===== config.mk =====
export PLATFORM = sky130hd
export DESIGN_NAME = shirq_top
export DESIGN_NICKNAME = d
export VERILOG_FILES = /design/src/rtl/shirq_pkg.sv /design/src/rtl/shirq_func.sv /design/src/rtl/shirq_merge.sv /design/src/rtl/shirq_top.sv
export SDC_FILE = /design/constraint.sdc
export NUM_CORES = 1
export LEC_CHECK = 0
export ABC_AREA = 1
export BUFFER_PORTS_ARGS = -buffer_cell sky130_fd_sc_hd__buf_2
export CORE_AREA = 2 2 39 41
export DETAILED_ROUTE_END_ITERATION = 12
export DIE_AREA = 0 0 41 43
export GPL_TIMING_DRIVEN = 1
export PLACE_DENSITY = 0.68
export SETUP_SLACK_MARGIN = 0.1
export SLEW_MARGIN = 25
export SYNTH_ARGS = -nofsm -noshare
export SYNTH_HDL_FRONTEND = slang
export SYNTH_SLANG_ARGS = --single-unit

===== constraint.sdc =====
create_clock -name clk -period 1.2 [get_ports clk]
set_input_delay 0.18 -clock clk [delete_from_list [all_inputs] [get_ports clk]]
set_output_delay 0.18 -clock clk [all_outputs]
set_load 0.02 [all_outputs]

===== src/rtl/shirq_pkg.sv =====
package shirq_pkg;
  localparam int DW           = 8;
  localparam int CTL_EN_BIT   = 0;
  localparam int CTL_ROUTE_BIT = 2;
  localparam int ST_MODE_BIT  = 0;
  localparam int ST_PEND_BIT  = 1;

  typedef enum logic { MODE_LEGACY = 1'b0, MODE_ACK = 1'b1 } irq_mode_e;
endpackage


===== src/rtl/shirq_func.sv =====
module shirq_func
  import shirq_pkg::*;
(
  input  logic clk,
  input  logic rst_n,
  input  logic wr_ctl,
  input  logic wr_st,
  input  logic d_en,
  input  logic d_route,
  input  logic d_mode,
  input  logic d_pend,
  input  logic evt,
  output logic en,
  output logic route,
  output irq_mode_e mode,
  output logic pend,
  output logic ack
);
  // acknowledge strobe: host clears the flag of an acknowledge-scheme function
  assign ack = wr_st && (mode == MODE_ACK) && !d_pend;

  always_ff @(posedge clk) begin
    if (!rst_n) begin
      en    <= 1'b0;
      route <= 1'b0;
      mode  <= MODE_LEGACY;
      pend  <= 1'b0;
    end else begin
      if (wr_ctl) begin
        en    <= d_en;
        route <= d_route;
      end
      if (wr_st) mode <= irq_mode_e'(d_mode);
      if (mode == MODE_LEGACY) pend <= evt;
      else                     pend <= (pend && !ack) || evt;
    end
  end

  AST_LEGACY_TRACK: assert property (@(posedge clk) disable iff (!rst_n)
    (mode == MODE_LEGACY) |=> (pend == $past(evt)));
  AST_ACK_HOLD: assert property (@(posedge clk) disable iff (!rst_n)
    ((mode == MODE_ACK) && pend && !ack) |=> pend);
  AST_ACK_CLEAR: assert property (@(posedge clk) disable iff (!rst_n)
    (ack && !evt) |=> !pend);
endmodule


===== src/rtl/shirq_merge.sv =====
module shirq_merge #(
  parameter int NFUNC = 2
) (
  input  logic             clk,
  input  logic             rst_n,
  input  logic [NFUNC-1:0] active,
  input  logic             ack_any,
  output logic             irq_n
);
  logic req;
  assign req = |active;

  always_ff @(posedge clk) begin
    if (!rst_n) irq_n <= 1'b1;
    else if (ack_any) irq_n <= 1'b1;
    else irq_n <= !req;
  end

  AST_ACK_RELEASE: assert property (@(posedge clk) disable iff (!rst_n)
    ack_any |=> irq_n);
  AST_IRQ_CAUSE: assert property (@(posedge clk) disable iff (!rst_n)
    !irq_n |-> $past(req));
endmodule


===== src/rtl/shirq_top.sv =====
module shirq_top
  import shirq_pkg::*;
#(
  parameter int NFUNC = 2,
  localparam int FW = (NFUNC > 1) ? $clog2(NFUNC) : 1,
  localparam int AW = FW + 1
) (
  input  logic             clk,
  input  logic             rst_n,
  input  logic             reg_wr,
  input  logic [AW-1:0]    reg_addr,
  input  logic [DW-1:0]    reg_wdata,
  output logic [DW-1:0]    reg_rdata,
  input  logic [NFUNC-1:0] evt_i,
  output logic             irq_n
);
  logic [FW-1:0]    sel;
  logic             is_st;
  logic [NFUNC-1:0] en, route, pend, ack, active;
  irq_mode_e        mode [NFUNC];
  logic             shared;
  logic             sel_legacy_st;
  logic             unused_wdata;

  assign sel    = reg_addr[AW-1:1];
  assign is_st  = reg_addr[0];
  assign active = en & route & pend;
  assign shared = |active;
  assign unused_wdata = ^reg_wdata[DW-1:3];

  for (genvar f = 0; f < NFUNC; f++) begin : g_func
    logic hit;
    assign hit = reg_wr && (sel == FW'(f));
    shirq_func u_func (
      .clk    (clk),
      .rst_n  (rst_n),
      .wr_ctl (hit && !is_st),
      .wr_st  (hit && is_st),
      .d_en   (reg_wdata[CTL_EN_BIT]),
      .d_route(reg_wdata[CTL_ROUTE_BIT]),
      .d_mode (reg_wdata[ST_MODE_BIT]),
      .d_pend (reg_wdata[ST_PEND_BIT]),
      .evt    (evt_i[f]),
      .en     (en[f]),
      .route  (route[f]),
      .mode   (mode[f]),
      .pend   (pend[f]),
      .ack    (ack[f])
    );
  end

  shirq_merge #(.NFUNC(NFUNC)) u_merge (
    .clk    (clk),
    .rst_n  (rst_n),
    .active (active),
    .ack_any(|ack),
    .irq_n  (irq_n)
  );

  always_comb begin
    reg_rdata     = '0;
    sel_legacy_st = 1'b0;
    for (int f = 0; f < NFUNC; f++) begin
      if (sel == FW'(f)) begin
        if (is_st) begin
          reg_rdata[ST_MODE_BIT] = mode[f];
          reg_rdata[ST_PEND_BIT] = (mode[f] == MODE_ACK) ? pend[f] : shared;
          sel_legacy_st          = (mode[f] == MODE_LEGACY);
        end else begin
          reg_rdata[CTL_EN_BIT]    = en[f];
          reg_rdata[CTL_ROUTE_BIT] = route[f];
        end
      end
    end
  end

  AST_MIRROR: assert property (@(posedge clk) disable iff (!rst_n)
    sel_legacy_st |-> (reg_rdata[ST_PEND_BIT] == (|(en & route & pend))));
  AST_GATED_SILENT: assert property (@(posedge clk) disable iff (!rst_n)
    ((en & route & pend) == '0) |=> irq_n);
endmodule


==> results of run 1 <==
## layout by cell type (no fill, tap or decap), types with 2 or more instances in the layout
master	synthesis	layout
o21ai_1	2	2
a21oi_1	7	7
o21ai_0	3	2
nand3_2	0	2
nor2_1	13	12
dfxtp_1	9	2
inv_1	9	9
nand2_2	1	2
conb_1	1	5
clkbuf_4	0	3
buf_2	0	10
nand2_1	18	17
dfxtp_2	0	7
nor2_2	2	3
buf_4	6	3
nand3_1	7	5
## worst paths after layout
path,start,cells past startpoint,to
min reg2reg,g_func[0].u_func.mode,2,g_func[0].u_func.mode
min,evt_i[0],3,g_func[0].u_func.pend
max,g_func[0].u_func.en,7,reg_rdata[1]
max reg2reg,g_func[0].u_func.mode,5,g_func[0].u_func.pend
## worst register-to-register path, delay by kind of cell, from the launching register on
family	cells	cell delay, ns
flip-flops	1	0.34
buffers and inverters	1	0.05
AND/OR/NAND/NOR	4	0.34
## sequential cells by signal, summed over array words and instances, names as in the netlist
name	count
g_func.u_func.en	2
g_func.u_func.mode	2
g_func.u_func.pend	2
g_func.u_func.route	2
u_merge.irq_n	1
## per-stage QoR
stage / instances / setup WS, ns / power (uW) / util / instance area [um2]
floorplan: 86 / 0.131 / 413 / - / 532
global placement: 109 / 0.107 / 439 / 0.413 / 572
detailed placement: 109 / 0.0951 / 440 / 0.413 / 572
CTS: 114 / -0.0760 / 690 / 0.466 / 644
global route: 114 / -0.154 / 721 / 0.466 / 644
finish: 114 / -0.0683 / 683 / 0.466 / 644
## metal layers
| layer | GRT usage | vias to the layer above |
|---|---|---|
| li1 | - | 279 |
| met1 | 0.208 | 240 |
| met2 | 0.219 | 14 |
| met3 | 0.0157 | 2 |
| met4 | 0.100 | 0 |
| met5 | 0 | - |
## cells by family (layout without fill, tap and decap cells)
family                 Yosys count  count (layout)  synth area share
AO/OA/AOI/OAI                   12              12             0.116
buffers and inverters           17              29             0.172
flip-flops                       9               9             0.349
other                            1               5           0.00726
AND/OR/NAND/NOR                 43              43             0.356
## power breakdown
group	leakage, uW	switching [uW]	internal (uW)
clock	0.0000150	107	128
sequential	0.0000765	10.6	314
combinational	0.000225	79.1	43.4
total	0.000317	196	486
## final cells by class
type	instances	area [um2]
Clock buffer	4	26.3
Tap cell	16	20.0
Fill cell	148	739
Timing Repair Buffer	14	83.8
Multi-Input combinational cell	60	282
Sequential cell	9	189
Inverter	11	43.8
## repair_timing
| action | 4_1_cts | 5_1_grt |
|---|---|---|
| setup endpoints to repair | 3 | 3 |
| resized for setup | 17 | 0 |
| pin swaps | 6 | 2 |
| setup buffers | 1 | 0 |
==> summary.md, run 1 <==
| Metric | Value |
|---|---|
| VDD IR max | `between 0.3 and 0.4 mV` |
| Area grow syn2layout | `24.7%` |
| Failing checks | `setup timing` |
| Iteration-0 DRC Markers | `8` |
| DRC Markers | `0` |
| Req. time, crit path | `slightly above 1 ns` |
| Fin Setup TNS | `-0.107 ns` |
| H-tree Lvls | `1` |
| Ranking of synthesized cells by area | `dfxtp_1 35%, nand2_1 13%, nor2_1 9.4%` |
| Clock Pin Slew Worst Setup and Hold Paths | `approximately 0.060 ns` |
| Remaining global-route overflow | `0` |
| Via Count | `between 500 and 600` |
| CTS Buf Count | `3` |
| Die H | `around 43 um` |
| Critical path's most frequent cell | `nand2_1` |
| Final WL | `between 1000 and 1500 um` |
| Starting Density | `0.373` |
| Ys async rst share | `0` |
| WL met2 | `~520 um` |
| Critical path's largest stage delay | `approximately 0.35 ns` |
| Port Buffer Count | `13` |
| Final period util | `1.06` |
| Min-delay worst type | `primary input to flip-flop` |
| TritonRoute pass-1 iters | `4` |
| CP Capture Type | `output port` |
| Prevailing post-synth register cell | `dfxtp_1` |
| Final Max Tran Viols | `0` |
| Total track usage | `0.153` |
| N_diodes | `0` |
| Worst Path Buf+Inv | `2` |
| CP top delay family | `flip-flops` |
| Flop2flop setup slack | `0.37 ns` |
| Tmin final | `approximately 1.3 ns` |
| Most frequent cell after synthesis | `nand2_1` |
| Worst hold slack | `0.121 ns` |
| Seq/Total Area, Yosys | `0.349` |
| Root Driver | `clkbuf_4` |
| Area share of the largest cell type after synthesis | `0.349` |
| CP Class | `flip-flop to output port` |
| Synth top cells by count | `18 x nand2_1, 13 x nor2_1, 9 x dfxtp_1, 9 x inv_1` |
| Clk sinks | `9` |
| Clk_lat worst skew | `between 0.2 and 0.3 ns` |
| Crit path DAT | `between 1 and 1.5 ns` |
| Critical path, cell by cell | `nand3_2 > nand2_2 > nand2_1 > nand2_1 > nand2_1 > inv_1 > buf_6` |
| Syn Area/Cell | `about 6.3 um2` |
| First-pass GRT wire length | `around 1900 um` |
| Layout Nets | `about 110` |
| # hold bufs at CTS | `0` |
| Largest fanout on the critical path | `3` |
| PD cells | `between 1000 and 1500 nW/um2` |
| Met1 wire length | `535 um` |
| Die W | `approximately 41 um` |
| Routed Antenna Nets | `0` |
| Startpoint Class | `flip-flop` |
| Initial antenna violation count | `0` |
| Skew final | `~0.00058 ns` |
| Die ar. | `between 1500 and 2000 um2` |
| Fmax | `just under 0.8 GHz` |
| RSZ-0062 raised after global routing | `yes` |
| Synth area leader | `dfxtp_1` |
| FF+latch count, synth | `9` |
| Final setup vio count | `3` |
| Mapped Area | `517 um2` |
| Final Hold Viols | `0` |
| Fraction of layout cells with a size suffix above 1 | `0.347` |
| Leakage | `0.000317 uW` |
| Max-cap violations | `0` |
| Final worst setup slack | `-0.0683 ns` |
| Max layer used | `met4` |
| Buffer depth of the longest clock path | `2` |
| Core outline area | `between 1000 and 1500 um2` |
| Synth Instances | `just over 80` |
| Via density | `roughly 4.7` |
| DP HPWL | `roughly 860 um` |
| Critical path's slowest cell | `dfxtp_2` |
| I/O pin cnt | `24` |
| Wire per inst | `approximately 10 um` |
| Post-synth EDFFs | `0` |
| Yosys cell types | `16` |
| CTS tree | `yes` |
| Gpl congestion | `about 0.75` |
| Largest net degree at the start of global routing | `9` |
| Status | `finished with violations` |
| Metal3 WL | `53 um` |
| Cell Rows | `14` |
| Syn. warnings | `0` |
| Number of global-route vias before repair | `between 400 and 500` |
Power figures use the tool's default switching activity.
==> inputs of run 2 (changes only) <==
==> constraint.sdc (replaced) <==
create_clock -name clk -period 1.2 [get_ports clk]
set_input_delay 0.24 -clock clk [delete_from_list [all_inputs] [get_ports clk]]
set_output_delay 0.24 -clock clk [all_outputs]
set_load 0.02 [all_outputs]
==> summary.md, run 2 (same netlist as run 1, synthesis figures left out) <==
| Metric | Value |
|---|---|
| Status | `finished with violations` |
| Failing checks | `setup timing` |
| CTS Buf Count | `3 (unchanged)` |
| Total power | `695 uW (+1.9%)` |
| CP Class | `flip-flop to output port` |
| Final WL | `1340 um (+20%)` |
| Iteration-0 DRC Markers | `15 (+7)` |
| Routed Antenna Nets | `0 (unchanged)` |
| Die ar. | `1760 um2 (unchanged)` |
| Total track usage | `0.177 (+0.0242)` |
| Gpl congestion | `0.785 (+4.8%)` |
| Final period util | `1.12 (+0.0670)` |
| I/O pin cnt | `24 (unchanged)` |
| Remaining global-route overflow | `0 (unchanged)` |
| Post-Route Utilization | `0.513 (+0.0470)` |
| Tmin final | `1.35 ns (+0.0805 ns)` |
| Final worst setup slack | `-0.149 ns (-0.0805 ns)` |
| Hold Path Depth | `3 (unchanged)` |
| Startpoint Class | `flip-flop` |
| Max-cap violations | `0 (unchanged)` |
| Largest fanout on the critical path | `3 (unchanged)` |
| RSZ-0062 raised after global routing | `yes` |
| First-pass GRT wire length | `2070 um (+12%)` |
| Clk sinks | `9 (unchanged)` |
| Area grow syn2layout | `37.3%` |
| Clk_lat worst skew | `0.26 ns (about the same)` |
| Largest net degree at the start of global routing | `9 (unchanged)` |
| Final setup vio count | `4 (+1)` |
| Fmax | `0.741 GHz (-6.0%)` |
| Initial antenna violation count | `0 (unchanged)` |
| Layout Nets | `122 (+7.0%)` |
| Most frequent cells in the layout | `17 x nand2_1, 12 x nor2_1, 11 x buf_4` |
| Flop2flop setup slack | `-0.10 ns (-0.47 ns)` |
| Hold EP | `g_func[0].u_func.pend` |
| Cell Rows | `14 (unchanged)` |
| Skew final | `0.00169 ns (+0.00111 ns)` |
| Reg2Reg Depth | `9 (+4)` |
| Worst hold slack | `0.180 ns (+0.0583 ns)` |
| Fin area | `709 um2 (+10%)` |
| H-tree Lvls | `1 (unchanged)` |
| Req. time, crit path | `0.96 ns (-0.06 ns)` |
| Commonest non-fill, non-tap cell in the layout | `nand2_1` |
| VDD IR max | `0.551 mV (+47%)` |
| Number of global-route vias before repair | `512 (+12%)` |
| Wire per inst | `11.0 um (+12%)` |
| Port Buffer Count | `13 (unchanged)` |
| DP HPWL | `905 um (+5.1%)` |
| Starting Density | `0.373 (unchanged)` |
| Final Hold Viols | `0 (unchanged)` |
| Crit path DAT | `1.11 ns (+0.02 ns)` |
| CP Capture Type | `output port` |
| Die W | `41 um (unchanged)` |
| Die H | `43 um (unchanged)` |
| PD cells | `980 nW/um2 (-7.5%)` |
| Placed Area | `591 um2 (+3.3%)` |
| Critical R2R Launch | `g_func[0].u_func.route` |
| Hold path startpoint | `evt_i[0]` |
| FF-to-FF End | `u_merge.irq_n` |
| Final Max Tran Viols | `0 (unchanged)` |
| Via density | `4.93 (+5.1%)` |
| Via Count | `602 (+13%)` |
| Clock Pin Slew Worst Setup and Hold Paths | `0.06 ns (about the same)` |
| Leakage | `0.000359 uW (+13%)` |
| N_diodes | `0 (unchanged)` |
| CTS tree | `yes` |
| Core outline area | `1380 um2 (unchanged)` |
| Buffer depth of the longest clock path | `2 (unchanged)` |
| DRC Markers | `0 (unchanged)` |
| Fraction of layout cells with a size suffix above 1 | `0.396 (+0.0493)` |
| Min-delay worst type | `primary input to flip-flop` |
| TritonRoute pass-1 iters | `4 (unchanged)` |
| Root Driver | `clkbuf_4` |
-- run 2: changes by cell type in the layout (fill, tap and decap cells not counted), sizes merged --
cell | previous run | this run
buf | 14 | 22
-- run 2: timing repair --
| item | in CTS | in global routing |
|---|---|---|
| buffers inserted | 7 | 0 |
| cloned | 0 | 0 |
| setup endpoints to repair | 3 | 4 |
| hold buffers | 0 | 0 |
| resized for setup | 15 | 1 |
| pin swaps | 6 | 0 |
-- run 2: through the flow --
stage	instances	TNS, ns	setup slack, ns
final	122	-0.358	-0.149
after global routing	122	-0.652	-0.219
after CTS	122	-0.317	-0.123
after detailed placement	111	0	0.0384
after global placement	111	0	0.0360
after floorplan	86	0	0.128
-- run 2: layer usage --
layer  vias up  share of wire  global-route usage
met5         -              0                   0
met3         2          0.031              0.0157
met4         0          0.010               0.100
met2        15           0.54               0.294
met1       285           0.42               0.208
li1        300              -                   -
-- run 2: worst max-delay path by stage --
stage                                 from           end  slack, ns
detailed placement             reg_addr[0]  reg_rdata[1]       0.04
CTS                  g_func[1].u_func.pend  reg_rdata[1]      -0.12
finish              g_func[0].u_func.route  reg_rdata[1]      -0.15
global placement               reg_addr[0]  reg_rdata[0]       0.04
floorplan                      reg_addr[0]  reg_rdata[0]       0.13
global route        g_func[0].u_func.route  reg_rdata[1]      -0.22
-- run 2: area by class of cell --
cell class / instances / area, um2
multi-input cells: 60 / 287
well taps: 16 / 20.0
fillers: 148 / 674
repair buffers: 22 / 144
clock buffers: 4 / 26.3
inverters: 11 / 43.8
flip-flops and latches: 9 / 189
-- run 2: power by group --
| part | switching (uW) | internal [uW] |
|---|---|---|
| sequential | 12.3 | 315 |
| clock | 107 | 128 |
| combinational | 82.6 | 50.2 |
-- run 2: worst max-delay path: stages, from the launching register on --
cell	delay, ns
dfxtp_2	0.35
nand3_2	0.09
nand2_2	0.08
nand2_1	0.06
nand2_1	0.06
nand2_1	0.05
inv_1	0.06
buf_6	0.11
==> inputs of run 3 (changes only) <==
Settings changed: CELL_PAD_IN_SITES_DETAIL_PLACEMENT set to 1, CELL_PAD_IN_SITES_GLOBAL_PLACEMENT set to 1, CORE_AREA 2 2 39 41 to unset, CORE_UTILIZATION set to 30, DIE_AREA 0 0 41 43 to unset, PLACE_DENSITY 0.68 to unset, PLACE_DENSITY_LB_ADDON set to 0.1.
==> summary.md, run 3 (same netlist as run 1, synthesis figures left out) <==
| Metric | Value |
|---|---|
| Status | `finished with violations` |
| Failing checks | `DRC, setup timing` |
| First-pass GRT wire length | `2360 um (+14%)` |
| Critical path's most frequent cell | `nand2_1` |
| Hold path startpoint | `evt_i[0]` |
| Final Max Tran Viols | `0 (unchanged)` |
| Critical path, cell by cell | `nand3_2 > nand2_2 > nand2_1 > nand2_1 > nand2_1 > inv_1 > buf_6` |
| Root Driver | `clkbuf_4` |
| Routed Antenna Nets | `0 (unchanged)` |
| Skew final | `0.00765 ns (+0.00596 ns)` |
| Die ar. | `1890 um2 (+7.3%)` |
| Crit path DAT | `1.10 ns (about the same)` |
| Worst hold slack | `0.165 ns (-0.0146 ns)` |
| Die H | `43.5 um (+1.2%)` |
| PD cells | `1040 nW/um2 (+5.9%)` |
| CP top delay family | `flip-flops` |
| CTS tree | `yes` |
| Startpoint Class | `flip-flop` |
| Clk_lat worst skew | `0.27 ns (about the same)` |
| Worst Path Buf+Inv | `2 (unchanged)` |
| I/O pin cnt | `24 (unchanged)` |
| CP Class | `flip-flop to output port` |
| Final worst setup slack | `-0.136 ns (+0.0125 ns)` |
| Wire per inst | `11.5 um (+4.8%)` |
| Largest net degree at the start of global routing | `9 (unchanged)` |
| Remaining global-route overflow | `0 (unchanged)` |
| Die W | `43.5 um (+6.1%)` |
| Multi-input logic area | `295 um2 (+3.1%)` |
| Fraction of layout cells with a size suffix above 1 | `0.402 (+0.00573)` |
| CTS Buf Count | `3 (unchanged)` |
| Cell Rows | `14 (unchanged)` |
| RSZ-0062 raised after global routing | `yes` |
| Placed Area | `606 um2 (+2.5%)` |
| Starting Density | `0.331 (-0.0420)` |
| TritonRoute pass-1 iters | `8 (+4)` |
| Min-delay worst type | `primary input to flip-flop` |
| Clock Pin Slew Worst Setup and Hold Paths | `0.08 ns (+0.02 ns)` |
| Total power | `717 uW (+3.1%)` |
| Core outline area | `1560 um2 (+13%)` |
| Most frequent cells in the layout | `16 x nand2_1, 11 x nor2_1, 10 x buf_2` |
| VDD IR max | `0.637 mV (+16%)` |
| Final WL | `1360 um (+1.3%)` |
| DRC Markers | `4 (+4)` |
| Layout Nets | `118 (-3.3%)` |
| Fin area | `691 um2 (-2.6%)` |
| Via Count | `562 (-6.6%)` |
| Max-cap violations | `0 (unchanged)` |
| Req. time, crit path | `0.96 ns (about the same)` |
| Fill cells | `219 (+48%)` |
| Final period util | `1.11 (-0.0104)` |
| Buffer depth of the longest clock path | `2 (unchanged)` |
| Sequential cell area | `191 um2 (+1.3%)` |
| Critical Path Source | `g_func[0].u_func.pend` |
| Tmin final | `1.34 ns (-0.0125 ns)` |
| Fmax | `0.748 GHz (+0.93%)` |
| Via density | `4.76 (-3.5%)` |
| Initial antenna violation count | `0 (unchanged)` |
| Largest fanout on the critical path | `3 (unchanged)` |
| Port Buffer Count | `13 (unchanged)` |
| Final setup vio count | `3 (-1)` |
| Gpl congestion | `0.752 (-4.1%)` |
| Flop2flop setup slack | `0.31 ns (+0.41 ns)` |
| Critical path's largest stage delay | `0.35 ns (about the same)` |
| Commonest non-fill, non-tap cell in the layout | `nand2_1` |
| CP Capture Type | `output port` |
| Critical R2R Launch | `g_func[1].u_func.mode` |
| N_diodes | `0 (unchanged)` |
| Total track usage | `0.172 (-0.00551)` |
| DP HPWL | `1090 um (+21%)` |
| Leakage | `0.000339 uW (-5.7%)` |
| Fin Setup TNS | `-0.299 ns (+0.0589 ns)` |
| Final Hold Viols | `0 (unchanged)` |
| Clk sinks | `9 (unchanged)` |
| Area grow syn2layout | `33.7%` |
| Critical path's slowest cell | `dfxtp_2` |
| Iteration-0 DRC Markers | `7 (-8)` |
| Number of global-route vias before repair | `558 (+9.0%)` |
| H-tree Lvls | `1 (unchanged)` |
==> run 3: changes by cell type in the layout (fill, tap and decap cells not counted) <==
cell / change
buf_4: -4
a21oi_1: -1
a21oi_2: +1
dfxtp_2: -1
dfxtp_4: +1
nand2_1: -1
nand2_2: +1
nor2_1: -1
nor2_2: +1
==> run 3: timing repair <==
action	4_1_cts	5_1_grt
buffers inserted	1	0
pin swaps	7	5
hold buffers	0	0
endpoints found under the hold margin	0	0
gates resized for setup	16	4
endpoints found under the setup margin	3	3
==> run 3: final cells by class <==
cell class	instances	share of cell area
multi-input cells	60	0.428
flip-flops and latches	9	0.277
repair buffers	18	0.165
inverters	11	0.0634
clock buffers	4	0.0380
well taps	16	0.0290
==> run 3: metal layers <==
metal | wire [um] | track usage | up-vias
met1 | 665 | 0.229 | 253
met2 | 610 | 0.267 | 16
met4 | 31 | 0.0938 | 0
li1 | - | - | 289
met3 | 53 | 0.0250 | 4
met5 | 0 | 0 | -
==> run 3: where the power goes <==
| part | internal [uW] | leakage, uW | switching, uW |
|---|---|---|---|
| Clock | 128 | 0.0000150 | 124 |
| Sequential | 313 | 0.0000768 | 12.7 |
| Combinational | 53.3 | 0.000247 | 84.7 |
==> run 3: worst paths after layout <==
check / to / depth (start not counted)
setup reg to reg: g_func[1].u_func.pend / 5
setup / recovery: reg_rdata[1] / 7
hold reg to reg: g_func[0].u_func.en / 2
hold / removal: g_func[0].u_func.pend / 3
==> run 3: tightest hold or removal path, stage by stage <==
cell and delay (ns):
buf_2 0.08, nand2_1 0.04, nand2_1 0.05
==> run 3: stage by stage <==
stage               utilization  worst slack [ns]  std cells
floorplan                     -             0.128         86
global placement          0.388            0.0257        113
detailed placement        0.388           0.00865        113
CTS                       0.435            -0.128        118
global route              0.443            -0.206        118
finish                    0.443            -0.136        118
